[src/rtl/tri_wave_pkg.sv]
package tri_wave_pkg;

  localparam int LEN_W = 7;
  localparam int LIN_W = 7;

  typedef enum logic [1:0] {
    SEL_CTRL   = 2'd0,
    SEL_PER_LO = 2'd1,
    SEL_PER_HI = 2'd2,
    SEL_SPARE  = 2'd3
  } reg_sel_e;

  // idx[0] is data bit 3, idx[3:1] are data bits 6:4, idx[4] is data bit 7
  function automatic logic [LEN_W-1:0] len_decode(input logic [4:0] idx);
    logic [LEN_W-1:0] v;
    if (idx[0]) begin
      v = (idx[4:1] == 4'd0) ? 7'h7F : {3'b000, idx[4:1]};
    end else begin
      case ({idx[4], idx[3:1]})
        4'h0: v = 7'd5;
        4'h1: v = 7'd10;
        4'h2: v = 7'd20;
        4'h3: v = 7'd40;
        4'h4: v = 7'd80;
        4'h5: v = 7'd30;
        4'h6: v = 7'd7;
        4'h7: v = 7'd14;
        4'h8: v = 7'd6;
        4'h9: v = 7'd12;
        4'hA: v = 7'd24;
        4'hB: v = 7'd48;
        4'hC: v = 7'd96;
        4'hD: v = 7'd36;
        4'hE: v = 7'd8;
        default: v = 7'd16;
      endcase
    end
    return v;
  endfunction

endpackage

[src/rtl/tri_reg_bank.sv]
module tri_reg_bank
  import tri_wave_pkg::*;
#(
  parameter int PER_W = 11
) (
  input  logic             clk,
  input  logic             rst,
  input  logic             wr_en,
  input  logic [1:0]       wr_sel,
  input  logic [7:0]       wr_data,
  output logic [7:0]       ctrl_q,
  output logic [PER_W-1:0] period_q,
  output logic             ctrl_wr,
  output logic             hi_wr
);
  localparam int HI_W = PER_W - 8;

  logic lo_wr;

  assign ctrl_wr = wr_en && (wr_sel == SEL_CTRL);
  assign lo_wr   = wr_en && (wr_sel == SEL_PER_LO);
  assign hi_wr   = wr_en && (wr_sel == SEL_PER_HI);

  always_ff @(posedge clk) begin
    if (rst) begin
      ctrl_q   <= '0;
      period_q <= '0;
    end else begin
      if (ctrl_wr) ctrl_q <= wr_data;
      if (lo_wr)   period_q[7:0] <= wr_data;
      if (hi_wr)   period_q[PER_W-1:8] <= wr_data[HI_W-1:0];
    end
  end

endmodule

[src/rtl/tri_period_timer.sv]
module tri_period_timer #(
  parameter int PER_W = 11
) (
  input  logic             clk,
  input  logic             rst,
  input  logic             ce,
  input  logic [PER_W-1:0] period,
  output logic             tc_o
);
  logic [PER_W-1:0] cnt_q;

  assign tc_o = ce && (cnt_q == '0);

  always_ff @(posedge clk) begin
    if (rst) begin
      cnt_q <= '0;
    end else if (ce) begin
      if (cnt_q == '0) cnt_q <= period;
      else             cnt_q <= cnt_q - PER_W'(1);
    end
  end

endmodule

[src/rtl/tri_step_seq.sv]
module tri_step_seq #(
  parameter int STEP_W = 5
) (
  input  logic              clk,
  input  logic              rst,
  input  logic              adv,
  output logic [STEP_W-2:0] sample_o
);
  localparam int OUT_W = STEP_W - 1;

  logic [STEP_W-1:0] step_q;

  always_ff @(posedge clk) begin
    if (rst)      step_q <= '0;
    else if (adv) step_q <= step_q + STEP_W'(1);
  end

  // fold: top bit selects between the inverted and plain low bits
  for (genvar i = 0; i < OUT_W; i++) begin : g_fold
    assign sample_o[i] = ~(step_q[i] ^ step_q[STEP_W-1]);
  end

endmodule

[src/rtl/tri_linear_ctr.sv]
module tri_linear_ctr
  import tri_wave_pkg::*;
(
  input  logic             clk,
  input  logic             rst,
  input  logic             hi_wr,
  input  logic             ctrl_wr,
  input  logic [7:0]       wr_data,
  input  logic [7:0]       ctrl_q,
  input  logic             qtr_tick,
  output logic [LIN_W-1:0] cnt_o,
  output logic             load_o,
  output logic             nz_o
);
  logic [LIN_W-1:0] cnt_q;
  logic             load_q;

  always_ff @(posedge clk) begin
    if (rst) begin
      cnt_q  <= '0;
      load_q <= 1'b0;
    end else if (hi_wr) begin
      cnt_q  <= ctrl_q[LIN_W-1:0];
      load_q <= ctrl_q[LIN_W];
    end else if (load_q) begin
      if (ctrl_wr) begin
        cnt_q  <= wr_data[LIN_W-1:0];
        load_q <= wr_data[LIN_W];
      end else begin
        cnt_q  <= ctrl_q[LIN_W-1:0];
      end
    end else if (qtr_tick && (cnt_q != '0)) begin
      cnt_q <= cnt_q - LIN_W'(1);
    end
  end

  assign cnt_o  = cnt_q;
  assign load_o = load_q;
  assign nz_o   = (cnt_q != '0);

endmodule

[src/rtl/tri_length_ctr.sv]
module tri_length_ctr
  import tri_wave_pkg::*;
(
  input  logic       clk,
  input  logic       rst,
  input  logic       chan_en,
  input  logic       hi_wr,
  input  logic [4:0] len_idx,
  input  logic       halt,
  input  logic       half_tick,
  output logic       nz_o
);
  logic [LEN_W-1:0] len_q;

  always_ff @(posedge clk) begin
    if (rst || !chan_en) begin
      len_q <= '0;
    end else if (hi_wr) begin
      len_q <= len_decode(len_idx);
    end else if (half_tick && !halt && (len_q != '0)) begin
      len_q <= len_q - LEN_W'(1);
    end
  end

  assign nz_o = (len_q != '0);

endmodule

[src/rtl/tri_wave_gen.sv]
module tri_wave_gen
  import tri_wave_pkg::*;
#(
  parameter int PER_W  = 11,
  parameter int STEP_W = 5
) (
  input  logic              clk,
  input  logic              rst,
  input  logic              cpu_ce,
  input  logic              wr_en,
  input  logic [1:0]        wr_sel,
  input  logic [7:0]        wr_data,
  input  logic              chan_en,
  input  logic              qtr_tick,
  input  logic              half_tick,
  output logic [STEP_W-2:0] sample_o,
  output logic              len_active_o
);
  logic [7:0]       ctrl_q;
  logic [PER_W-1:0] period_q;
  logic             ctrl_wr;
  logic             hi_wr;
  logic             tc;
  logic [LIN_W-1:0] lin_cnt;
  logic             lin_load;
  logic             lin_nz;
  logic             len_nz;
  logic             step_adv;

  tri_reg_bank #(.PER_W(PER_W)) u_regs (
    .clk      (clk),
    .rst      (rst),
    .wr_en    (wr_en),
    .wr_sel   (wr_sel),
    .wr_data  (wr_data),
    .ctrl_q   (ctrl_q),
    .period_q (period_q),
    .ctrl_wr  (ctrl_wr),
    .hi_wr    (hi_wr)
  );

  tri_period_timer #(.PER_W(PER_W)) u_timer (
    .clk    (clk),
    .rst    (rst),
    .ce     (cpu_ce),
    .period (period_q),
    .tc_o   (tc)
  );

  tri_linear_ctr u_lin (
    .clk      (clk),
    .rst      (rst),
    .hi_wr    (hi_wr),
    .ctrl_wr  (ctrl_wr),
    .wr_data  (wr_data),
    .ctrl_q   (ctrl_q),
    .qtr_tick (qtr_tick),
    .cnt_o    (lin_cnt),
    .load_o   (lin_load),
    .nz_o     (lin_nz)
  );

  tri_length_ctr u_len (
    .clk       (clk),
    .rst       (rst),
    .chan_en   (chan_en),
    .hi_wr     (hi_wr),
    .len_idx   (wr_data[7:3]),
    .halt      (ctrl_q[7]),
    .half_tick (half_tick),
    .nz_o      (len_nz)
  );

  assign step_adv = tc && lin_nz && len_nz;

  tri_step_seq #(.STEP_W(STEP_W)) u_seq (
    .clk      (clk),
    .rst      (rst),
    .adv      (step_adv),
    .sample_o (sample_o)
  );

  assign len_active_o = len_nz;

endmodule

[config.mk]
export PLATFORM = sky130hd
export DESIGN_NAME = tri_wave_gen
export DESIGN_NICKNAME = d
export VERILOG_FILES = /design/src/rtl/tri_wave_pkg.sv /design/src/rtl/tri_reg_bank.sv /design/src/rtl/tri_period_timer.sv /design/src/rtl/tri_step_seq.sv /design/src/rtl/tri_linear_ctr.sv /design/src/rtl/tri_length_ctr.sv /design/src/rtl/tri_wave_gen.sv
export SDC_FILE = /design/constraint.sdc
export NUM_CORES = 1
export LEC_CHECK = 0
export CAP_MARGIN = 20
export CORE_MARGIN = 1
export CORE_UTILIZATION = 60
export DETAILED_ROUTE_END_ITERATION = 12
export DONT_BUFFER_PORTS = 1
export HOLD_SLACK_MARGIN = 0.1
export PLACE_DENSITY = 0.76
export SLEW_MARGIN = 10
export SYNTH_ARGS = -nofsm -noshare
export SYNTH_HDL_FRONTEND = slang
export SYNTH_HIERARCHICAL = 1
export SYNTH_SLANG_ARGS = --single-unit
[constraint.sdc]
create_clock -name clk -period 2.6 [get_ports clk]
set_input_delay 0.26 -clock clk [delete_from_list [all_inputs] [get_ports clk]]
set_output_delay 0.26 -clock clk [all_outputs]
set_load 0.005 [all_outputs]
==> results.md <==
- Status: finished clean
- Vias: 2635
- Wire per inst: 16.36 µm
- Vias in the first global route: 2366
- Synthesis-to-finish area growth: 5.639%
- Count of cell types in the netlist: 68
- Flop and latch count out of synthesis: 50
- Clk_skew: 0.01147 ns
- TNS Setup: 0 ns
- Nets: 384
- Die W: 74.72 µm
- Crit path arrival time: 2.36 ns
- Final instance area: 3352 µm²
- Resized cells post-CTS: 0
- Unrepaired setup endpoints after global routing: false
- FMAX: 464.3 MHz
- Hold Vio Cnt, Final: 0
- Gp weighted congestion: 0.8644
- Port bufs: 0
- Antenna viol nets, final: 0
- Routed vias/inst: 6.185
- H-tree Lvls: 2
- Synth warn: 6
- Worst reg-to-reg setup slack: 0.45 ns
- DRC: 0
- Skew-Pair Late Insertion Delay: 0.31 ns
- Layout Cells excl Fill: 426
- Register area share after synthesis: 0.3155
- Drt initial violations: 170
- Area post-placement: 3194 µm²
- Core footprint: 5107 µm²
- Total Wirelength: 6.969 mm
- Number of flops mapped to enable cells by yosys: 0
- Number of antenna repair diodes: 0
- Final core utilization: 0.6563
- CTS Buf Count: 5
- Maximum vdd ir drop: 533.7 µV
- Worst R2R Start: u_timer/cnt_q[0]$_SDFFE_PP0P_
- Slew HR: 0.5535
- Core Rows: 26
- Final setup fails: 0
- Hold Path Depth: 2
- Setup crit end kind: register
- Netlist Area Pre-Place: 3173 µm²
- # IOs: 22
- CTS tree: done
- Synth Instances: 361
- Clk pin slew, worst setup/hold paths: 0.10 ns
- Top FF cell, synth: dfxtp_1
- Hold EP: u_regs/period_q[0]$_SDFFE_PP0P_
- HP Class: input pin to register
- Worst Path Max Fanout: 6
- Kind of critical path: register to register
- Max-slew violations: 0
- Detailed Place HPWL: 4.855 mm
- Pwr dens: 819.2 nW/µm²
- Min Tclk post-route: 2.154 ns
- Synth Net Count: 390
- Starting Density: 0.6213
- Drt pass-1 iters: 4
- Die height: 74.72 µm
- R2R Path End: u_seq/step_q[4]$_SDFFE_PP0P_
- Largest net degree at the start of global routing: 41
- Pleak: 1.336 nW
- Syn_area_per_cell: 8.790 µm²
- Share of layout cells above drive strength 1: 0.07022
- Antenna violations before repair: 0
- CTS Hold Bufs: 2
- Tot GR Track Use: 0.2672
- Max-Cap Viols: 0
- CP required: 2.81 ns
- Filler instances: 441
- First-pass GRT wire length: 11.38 mm
- Fraction of the cycle the final worst path needs: 0.8285
- Worst-Margin Slew: 0.6675 ns
- Clock tree buffer depth: 2
- Setup Buffers After CTS: 0
- Hold Startpoint: rst
- GRT overflow: 0
- Clk sinks: 50
- Startpoint Class: register
- Async S/R FF share, synth: 0
- Die area: 5583 µm²
- Cell Count Post-Placement: 416
- CTS root buffer: clkbuf_8
- Worst Reg-to-Reg Cells: 8
==> per-stage QoR <==
| stage | hold WS [ns] | power (mW) | setup WS [ns] |
|---|---|---|---|
| detailed placement | 0.3365 | 2.065 | 0.4758 |
| global placement | 0.3340 | 2.036 | 0.5334 |
| global route | 0.1111 | 2.910 | 0.2322 |
| CTS | 0.1141 | 2.744 | 0.4479 |
| finish | 0.1274 | 2.746 | 0.4460 |
| floorplan | 0.3291 | 1.842 | 0.4018 |
==> worst max path at each step <==
stage                     slack, ns                          start  depth (start not counted)                           end
after floorplan                0.40  u_timer/cnt_q[0]$_SDFFE_PP0P_                         10  u_seq/step_q[4]$_SDFFE_PP0P_
after global placement         0.53  u_timer/cnt_q[0]$_SDFFE_PP0P_                          8  u_seq/step_q[4]$_SDFFE_PP0P_
after detailed placement       0.48  u_timer/cnt_q[0]$_SDFFE_PP0P_                          8  u_seq/step_q[4]$_SDFFE_PP0P_
after CTS                      0.45  u_timer/cnt_q[0]$_SDFFE_PP0P_                          8  u_seq/step_q[4]$_SDFFE_PP0P_
after global routing           0.23  u_timer/cnt_q[0]$_SDFFE_PP0P_                          8  u_seq/step_q[4]$_SDFFE_PP0P_
final                          0.45  u_timer/cnt_q[0]$_SDFFE_PP0P_                          8  u_seq/step_q[4]$_SDFFE_PP0P_
==> registers in the layout (all words and copies together), names as in the netlist <==
name,flops
u_timer/cnt_q,11
u_lin/cnt_o,7
u_regs/period_q,11
u_lin/load_o,1
u_regs/ctrl_q,8
u_seq/step_q,5
u_len/len_q,7
==> logic make-up after synthesis <==
| family | count (synthesis) | share of synthesized area |
|---|---|---|
| buffers and inverters | 38 | 0.05205 |
| xor gates and xnor gates | 10 | 0.02760 |
| adders and majority gates | 12 | 0.04732 |
| and+or+nand+nor | 140 | 0.2748 |
| AOI/OAI and AO/OA | 80 | 0.1814 |
| muxes | 31 | 0.1013 |
| DFF | 50 | 0.3155 |
==> critical path, cell delays in order, from the launching register on <==
cell	delay, ns
dfxtp_1	0.37
inv_1	0.11
ha_1	0.22
nor3b_1	0.26
and3_1	0.21
and2_1	0.14
and3_1	0.28
nand4_1	0.14
mux2_4	0.32
==> Yosys cell counts, drive strengths merged, types with 2 or more instances <==
master / count / area, µm²
a211oi: 6 / 50.05
a21boi: 2 / 15.02
a21oi: 15 / 75.07
a221o: 3 / 30.03
a311oi: 2 / 17.52
a31oi: 6 / 37.54
a41oi: 2 / 17.52
and2: 3 / 18.77
and3: 3 / 18.77
buf: 8 / 51.29
clkbuf: 10 / 37.54
dfxtp: 50 / 1001
ha: 12 / 150.1
inv: 19 / 71.32
mux2: 3 / 41.29
mux2i: 28 / 280.3
nand2: 16 / 60.06
nand2b: 35 / 219.0
nand3: 12 / 70.07
nand3b: 9 / 67.56
nand4: 5 / 31.28
nand4b: 2 / 17.52
nor2: 18 / 67.56
nor2b: 9 / 56.30
nor3: 6 / 52.55
nor3b: 6 / 56.31
nor4: 3 / 33.78
o2111ai: 3 / 26.28
o211a: 4 / 40.04
o211ai: 2 / 15.01
o21ai: 12 / 60.06
o221a: 2 / 22.52
o221ai: 2 / 17.52
o22ai: 7 / 43.79
or3: 3 / 18.77
or3b: 3 / 26.28
or4: 2 / 15.01
xnor2: 6 / 52.55
xor2: 4 / 35.03
==> cell usage in the layout (no fill, tap or decap), types with 3 or more instances in the layout <==
cell type	n
and3_1	3
nor3_1	4
nand2b_1	35
a221o_1	3
nand4_1	5
and2_1	3
o211a_1	4
buf_4	3
xnor2_1	6
a211oi_1	5
nor3b_1	5
inv_1	19
nand3b_1	9
dfxtp_1	50
o2111ai_1	3
nor2_1	18
a31oi_1	6
o21ai_0	12
nor2b_1	9
nand3_1	10
nand2_1	16
a21oi_1	15
ha_1	12
xor2_1	4
or3_1	3
o22ai_1	7
mux2i_1	28
clkbuf_8	5
==> area by class of cell <==
type / instances / area, µm² / share of cell area
multi-input combinational: 273 / 2007 / 0.5987
sequential: 50 / 1001 / 0.2986
tap: 70 / 87.58 / 0.02613
inverter: 20 / 76.32 / 0.02277
clock buffer: 5 / 68.82 / 0.02053
clock inverter: 3 / 68.82 / 0.02053
timing repair buffer: 5 / 42.54 / 0.01269
==> per-layer routing <==
layer	vias up	share of wire	GRT usage
met5	-	0	0
met4	0	0.014	0.08386
met3	9	0.053	0.05221
met2	63	0.47	0.4244
met1	1258	0.46	0.3661
li1	1305	-	-
==> power breakdown <==
| part | total (mW) | internal [mW] | leakage [nW] | switching, mW |
|---|---|---|---|---|
| sequential | 1.01 | 0.877 | 0.408 | 0.135 |
| clock | 0.661 | 0.385 | 0.0683 | 0.276 |
| combinational | 1.07 | 0.487 | 0.860 | 0.586 |
(Power assumes the default switching activity.)
